<file path="config.mk">
export PLATFORM = sky130hd
export DESIGN_NAME = strb_run_splitter
export DESIGN_NICKNAME = d
export VERILOG_FILES = /design/src/rtl/strb_run_pkg.sv /design/src/rtl/strb_run_finder.sv /design/src/rtl/strb_run_aligner.sv /design/src/rtl/strb_run_splitter.sv
export SDC_FILE = /design/constraint.sdc
export NUM_CORES = 1
export LEC_CHECK = 0
export ABC_AREA = 1
export BUFFER_PORTS_ARGS = -buffer_cell sky130_fd_sc_hd__buf_2
export CAP_MARGIN = 20
export CORE_MARGIN = 8
export CORE_UTILIZATION = 52
export DETAILED_ROUTE_END_ITERATION = 7
export GPL_ROUTABILITY_DRIVEN = 0
export PLACE_DENSITY = 0.87
export SKIP_LAST_GASP = 1
export SLEW_MARGIN = 20
export SYNTH_ARGS = -nofsm -noshare
export SYNTH_HDL_FRONTEND = slang
export SYNTH_SLANG_ARGS = --single-unit
</file>
<file path="constraint.sdc">
create_clock -name clk -period 4.9 [get_ports clk]
set_clock_uncertainty 0.1 [all_clocks]
set_input_delay 0.49 -clock clk [delete_from_list [all_inputs] [get_ports clk]]
set_output_delay 0.49 -clock clk [all_outputs]
set_load 0.02 [all_outputs]
</file>
<file path="src/rtl/strb_run_pkg.sv">
package strb_run_pkg;

   // Control sequencing of one word through the splitter
   typedef enum logic [1:0] {
      ST_IDLE = 2'd0,   // waiting for a word
      ST_EMIT = 2'd1,   // issuing runs
      ST_FIN  = 2'd2    // done pulse
   } split_state_e;

   // Packing network variants
   localparam int ALIGN_SHIFT = 0;
   localparam int ALIGN_MUX   = 1;

endpackage

</file>
<file path="src/rtl/strb_run_finder.sv">
// Locates the lowest enabled lane in a pending-lane mask and measures
// the unbroken run of enabled lanes that begins there.
module strb_run_finder #(
   parameter int LANES = 8,
   localparam int IDX_W = $clog2(LANES),
   localparam int LEN_W = $clog2(LANES + 1)
) (
   input  logic [LANES-1:0] pend,
   output logic             any,
   output logic [IDX_W-1:0] first,
   output logic [LEN_W-1:0] len,
   output logic [LANES-1:0] run_lanes
);

   logic stop;

   always_comb begin
      any   = 1'b0;
      first = '0;
      for (int i = 0; i < LANES; i++) begin
         if (!any && pend[i]) begin
            any   = 1'b1;
            first = IDX_W'(i);
         end
      end

      run_lanes = '0;
      len       = '0;
      stop      = 1'b0;
      for (int i = 0; i < LANES; i++) begin
         if (any && !stop && (i >= int'(first))) begin
            if (pend[i]) begin
               run_lanes[i] = 1'b1;
               len          = len + LEN_W'(1);
            end else begin
               stop = 1'b1;
            end
         end
      end
   end

endmodule

</file>
<file path="src/rtl/strb_run_aligner.sv">
// Packs the bytes of a run down to byte 0 and zeroes bytes past its end.
module strb_run_aligner #(
   parameter int LANES = 8,
   parameter int IMPL  = 0,
   localparam int IDX_W  = $clog2(LANES),
   localparam int LEN_W  = $clog2(LANES + 1),
   localparam int DATA_W = LANES * 8
) (
   input  logic [DATA_W-1:0] word,
   input  logic [IDX_W-1:0]  first,
   input  logic [LEN_W-1:0]  len,
   output logic [DATA_W-1:0] packed_data
);

   generate
      if (IMPL == strb_run_pkg::ALIGN_SHIFT) begin : g_shift
         logic [DATA_W-1:0] shifted;
         assign shifted = word >> {first, 3'b000};
         for (genvar j = 0; j < LANES; j++) begin : g_lane
            assign packed_data[j*8 +: 8] = (LEN_W'(j) < len) ? shifted[j*8 +: 8] : 8'h00;
         end
      end else begin : g_mux
         for (genvar j = 0; j < LANES; j++) begin : g_lane
            logic [7:0] pick;
            always_comb begin
               pick = 8'h00;
               for (int k = 0; k < LANES; k++) begin
                  if ((k == int'(first) + j) && (j < int'(len))) begin
                     pick = word[k*8 +: 8];
                  end
               end
            end
            assign packed_data[j*8 +: 8] = pick;
         end
      end
   endgenerate

endmodule

</file>
<file path="src/rtl/strb_run_splitter.sv">
// Splits one strobed data word into byte-run write commands, one per
// maximal span of adjacent enabled lanes, lowest span first.
module strb_run_splitter
   import strb_run_pkg::*;
#(
   parameter int LANES      = 8,
   parameter int ADDR_W     = 32,
   parameter int ALIGN_IMPL = ALIGN_SHIFT
) (
   input  logic                         clk,
   input  logic                         rst_n,
   input  logic                         in_valid,
   output logic                         in_ready,
   input  logic [ADDR_W-1:0]            in_addr,
   input  logic [LANES*8-1:0]           in_data,
   input  logic [LANES-1:0]             in_strb,
   input  logic                         in_strb_use,
   output logic                         out_valid,
   input  logic                         out_ready,
   output logic [ADDR_W-1:0]            out_addr,
   output logic [$clog2(LANES+1)-1:0]   out_len,
   output logic [LANES*8-1:0]           out_data,
   input  logic                         cmd_err,
   output logic                         done,
   output logic                         done_err
);

   localparam int IDX_W  = $clog2(LANES);
   localparam int LEN_W  = $clog2(LANES + 1);
   localparam int DATA_W = LANES * 8;

   // Elaboration-time parameter checks
   generate
      if (LANES < 2 || (LANES & (LANES - 1)) != 0) begin : g_bad_lanes
         $error("LANES must be a power of two of at least 2");
      end
      if (ADDR_W <= IDX_W) begin : g_bad_addr
         $error("ADDR_W must exceed log2(LANES)");
      end
      if (ALIGN_IMPL != ALIGN_SHIFT && ALIGN_IMPL != ALIGN_MUX) begin : g_bad_impl
         $error("ALIGN_IMPL selects an unknown packing network");
      end
   endgenerate

   split_state_e        state_q;
   logic [LANES-1:0]    pend_q;
   logic [ADDR_W-1:0]   base_q;
   logic [DATA_W-1:0]   data_q;
   logic                err_q;

   logic                run_any;
   logic [IDX_W-1:0]    run_first;
   logic [LEN_W-1:0]    run_len;
   logic [LANES-1:0]    run_lanes;
   logic [LANES-1:0]    take_mask;
   logic [LANES-1:0]    pend_after;
   logic                accept;
   logic                fire;

   strb_run_finder #(.LANES(LANES)) u_finder (
      .pend      (pend_q),
      .any       (run_any),
      .first     (run_first),
      .len       (run_len),
      .run_lanes (run_lanes)
   );

   strb_run_aligner #(.LANES(LANES), .IMPL(ALIGN_IMPL)) u_aligner (
      .word        (data_q),
      .first       (run_first),
      .len         (run_len),
      .packed_data (out_data)
   );

   assign take_mask  = in_strb_use ? in_strb : {LANES{1'b1}};
   assign pend_after = pend_q & ~run_lanes;

   assign in_ready  = (state_q == ST_IDLE);
   assign out_valid = (state_q == ST_EMIT) && run_any;
   assign accept    = in_valid && in_ready;
   assign fire      = out_valid && out_ready;

   assign out_addr  = base_q | ADDR_W'(run_first);
   assign out_len   = run_len;
   assign done      = (state_q == ST_FIN);
   assign done_err  = (state_q == ST_FIN) && err_q;

   always_ff @(posedge clk or negedge rst_n) begin
      if (!rst_n) begin
         state_q <= ST_IDLE;
         pend_q  <= '0;
         base_q  <= '0;
         data_q  <= '0;
         err_q   <= 1'b0;
      end else begin
         unique case (state_q)
            ST_IDLE: begin
               if (accept) begin
                  pend_q  <= take_mask;
                  base_q  <= {in_addr[ADDR_W-1:IDX_W], {IDX_W{1'b0}}};
                  data_q  <= in_data;
                  err_q   <= 1'b0;
                  state_q <= (take_mask == '0) ? ST_FIN : ST_EMIT;
               end
            end
            ST_EMIT: begin
               if (fire) begin
                  pend_q <= pend_after;
                  if (cmd_err) begin
                     err_q <= 1'b1;
                  end
                  if (pend_after == '0) begin
                     state_q <= ST_FIN;
                  end
               end
            end
            ST_FIN: begin
               state_q <= ST_IDLE;
            end
            default: begin
               state_q <= ST_IDLE;
            end
         endcase
      end
   end

endmodule

</file>
==> flow_summary.toml <==
[die]
die_h_um = 130
fp-row-count = 41
die_area_um2 = 16800
core_um2 = 12600
die_x_um = 130
initial_core_util = 0.533
ioPinCount = 214

[logic_synthesis]
synth_edf_count = 0
synth_fp_nets = 1155
synthMuxAreaShare = 0.00149
yosysUniqueCellTypes = 39
synth_adder_area_share = 0.0112
syn_inst = 1039
ys.flop_type = "dfrtp_1"
synthTopCellsByArea = "dfrtp_1 (39%), nand2_1 (25%), o21ai_0 (7.5%)"
yosysTopAreaCellShare = 0.387
yosysSeqAreaShare = 0.387
synth_top_family_by_area = "simple AND/OR/NAND/NOR gates"
netlist.top_cell.by_area = "dfrtp_1"
synth-xor-area-share = 0
async_flop_share = 1.00
ys_seq_elements = 104
yosys_warnings = 0
syn_area_um2 = 6730
synth_compound_area_frac = 0.153
syn_area_per_cell_um2 = 6.48
yosys.area_share.simple = 0.359

[sta]
final_hold_viol_count = 0
setup_viol = 32
drv_slew = 0
final.min_clock_period_ps = 5050
rsz0062_at_grt = "true"
fmax_mhz = 198
fin_ws_ps = -153
tightest_slew_ps = 955
max_slew_margin = 0.364
period_share = 1.03

[cts]
clk_path_buf_depth = 2
clock_latency_ps = 340
numCtsBuffers = 9
cts_tree = "built"
cts.clk_slew.worst_paths_ps = 70
htree_levels = 3
hold_buffers = 0
cts.sinks = 104
cts-root-buf = "clkbuf_16"

[worst_setup_path]
worstPathArrival_ps = 4460
rr_startpoint = "pend_q[0]$_DFFE_PN0P_"
crit_fanout = 8
crit_slowest_cell = "dfrtp_2"
worstRegToRegCells = 15
crit_top_cell = "nand2_1"
cp_data_required_time_ps = 4310
r2r-end = "data_q[40]$_DFFE_PN0P_"
crit_path_end_kind = "output pin"
crit_path_start_kind = "flop"
critical_path_class = "reg2out"
cpPeakStageDelay_ps = 440
r2r_slack_ps = 1340

[drt]
drc_errors = 0
wire_per_inst_um = 16.3
drt_first_pass_iters = 5
viasPerCell = 5.47
drt_iter0_drc = 795
num_vias = 7719
totalWireLength_um = 23000
ant_nets = 0

[job]
drv_cap = 0

[layout]
area_delta_synth_final_pct = 28.3
final_cells = 1410
post-route-util = 0.684
finalNetCount = 1348
drive_gt1_frac = 0.264

[status]
violations = "negative setup slack"
status = "complete, but fails checks"

[global_routing]
grt_max_degree = 129
grt_pass1_wl_um = 34300
grt_overflow = 0
first_global_vias = 7015
antenna_found_initial = 3
grt.total_usage = 0.259

[place]
io_buffers = 210
place_inst = 1383
hpwlAfterDp_um = 16600

[min_path]
hp-class = "in2async"
==> per-stage QoR <==
stage	hold slack [ps]	worst slack [ps]	setup TNS [ps]	cell area, um^2
final	134	-153	-1530	8630
after global routing	202	-395	-14140	8630
after CTS	176	-3.38	-4.83	8360
after detailed placement	353	-37.6	-38.8	7910
after global placement	349	93.0	0	7910
after floorplan	94.4	264	0	6730
==> Yosys cell counts, types with 3 or more instances <==
cell      count
nand3_2       4
a221oi_1      4
buf_1         7
o21ai_0     101
nor2_2        4
nor2_1       84
inv_2         9
nand4_1      10
clkinv_1      4
dfrtp_1     104
o211ai_1     13
nand2_2       5
a21oi_1      23
clkbuf_1     37
nor3_1        3
inv_1        96
ha_1          6
o221ai_1     12
nand2_1     442
o22ai_1      13
nand3_1      34
==> sequential cells by signal, summed over array words and instances (netlist names) <==
signal	count
data_q	64
base_q	29
state_q	2
err_q	1
pend_q	8
==> what timing repair did <==
action	CTS	global route
setup buffers	3	7
setup endpoints to repair	56	64
gates resized for setup	34	57
endpoints found under the hold margin	0	0
pin swaps	3	19
==> placed cells by master (no fill, tap or decap), types with 9 or more instances in the layout <==
master       n
inv_2       13
nand3_1     25
inv_1       92
nand4_1     10
nor2_1      66
nand2_1    430
nand2_2     16
dfrtp_1    103
nor2_2      17
nand3_2     11
clkbuf_16    9
o22ai_1     13
buf_4       32
buf_2      187
o211ai_1    13
o221ai_1    12
a21oi_1     21
o21ai_0    100
==> area by class of cell <==
| cell class | count | area, um^2 |
|---|---|---|
| Inverter | 109 | 412 |
| Tap cell | 172 | 215 |
| Timing Repair Buffer | 229 | 1310 |
| Sequential cell | 104 | 2600 |
| Fill cell | 1086 | 3990 |
| Antenna cell | 1 | 2.50 |
| Multi-Input combinational cell | 779 | 3780 |
| Clock buffer | 10 | 229 |
| Clock inverter | 6 | 90.1 |
==> worst max-delay path, delay by kind of cell, from the launching register on <==
kind,cells,cell delay [ps]
adder cells (fa/ha/maj),4,920
flip-flops,1,440
AO/OA/AOI/OAI,1,190
buffers and inverters,4,350
AND/OR/NAND/NOR,16,2190
==> worst max path at each step <==
stage	startpoint	slack [ps]	endpoint	cells past startpoint
global route	pend_q[1]$_DFFE_PN0P_	-400	out_data[62]	25
CTS	pend_q[1]$_DFFE_PN0P_	-3	out_data[16]	28
finish	pend_q[1]$_DFFE_PN0P_	-150	out_data[58]	25
global placement	pend_q[1]$_DFFE_PN0P_	90	out_data[16]	29
floorplan	pend_q[0]$_DFFE_PN0P_	260	out_data[0]	29
detailed placement	pend_q[1]$_DFFE_PN0P_	-40	out_data[16]	28
==> cells by family (layout without fill, tap and decap cells) <==
logic type / count (synthesis) / count (layout)
AOI/OAI and AO/OA: 176 / 176
adders and majority gates: 6 / 6
buffers and inverters: 156 / 354
DFF: 104 / 104
muxes: 1 / 1
other: 0 / 1
and+or+nand+nor: 596 / 596
==> metal layers <==
metal / share of wire / track usage / vias up
li1: - / - / 3708
met1: 0.39 / 0.335 / 3446
met2: 0.45 / 0.398 / 487
met3: 0.13 / 0.0828 / 74
met4: 0.031 / 0.0956 / 4
met5: 0.00070 / 0 / -
Power is left out: the tool's default activity adds up to more than one toggle a clock period on the data nets, which glitch-free logic cannot reach.
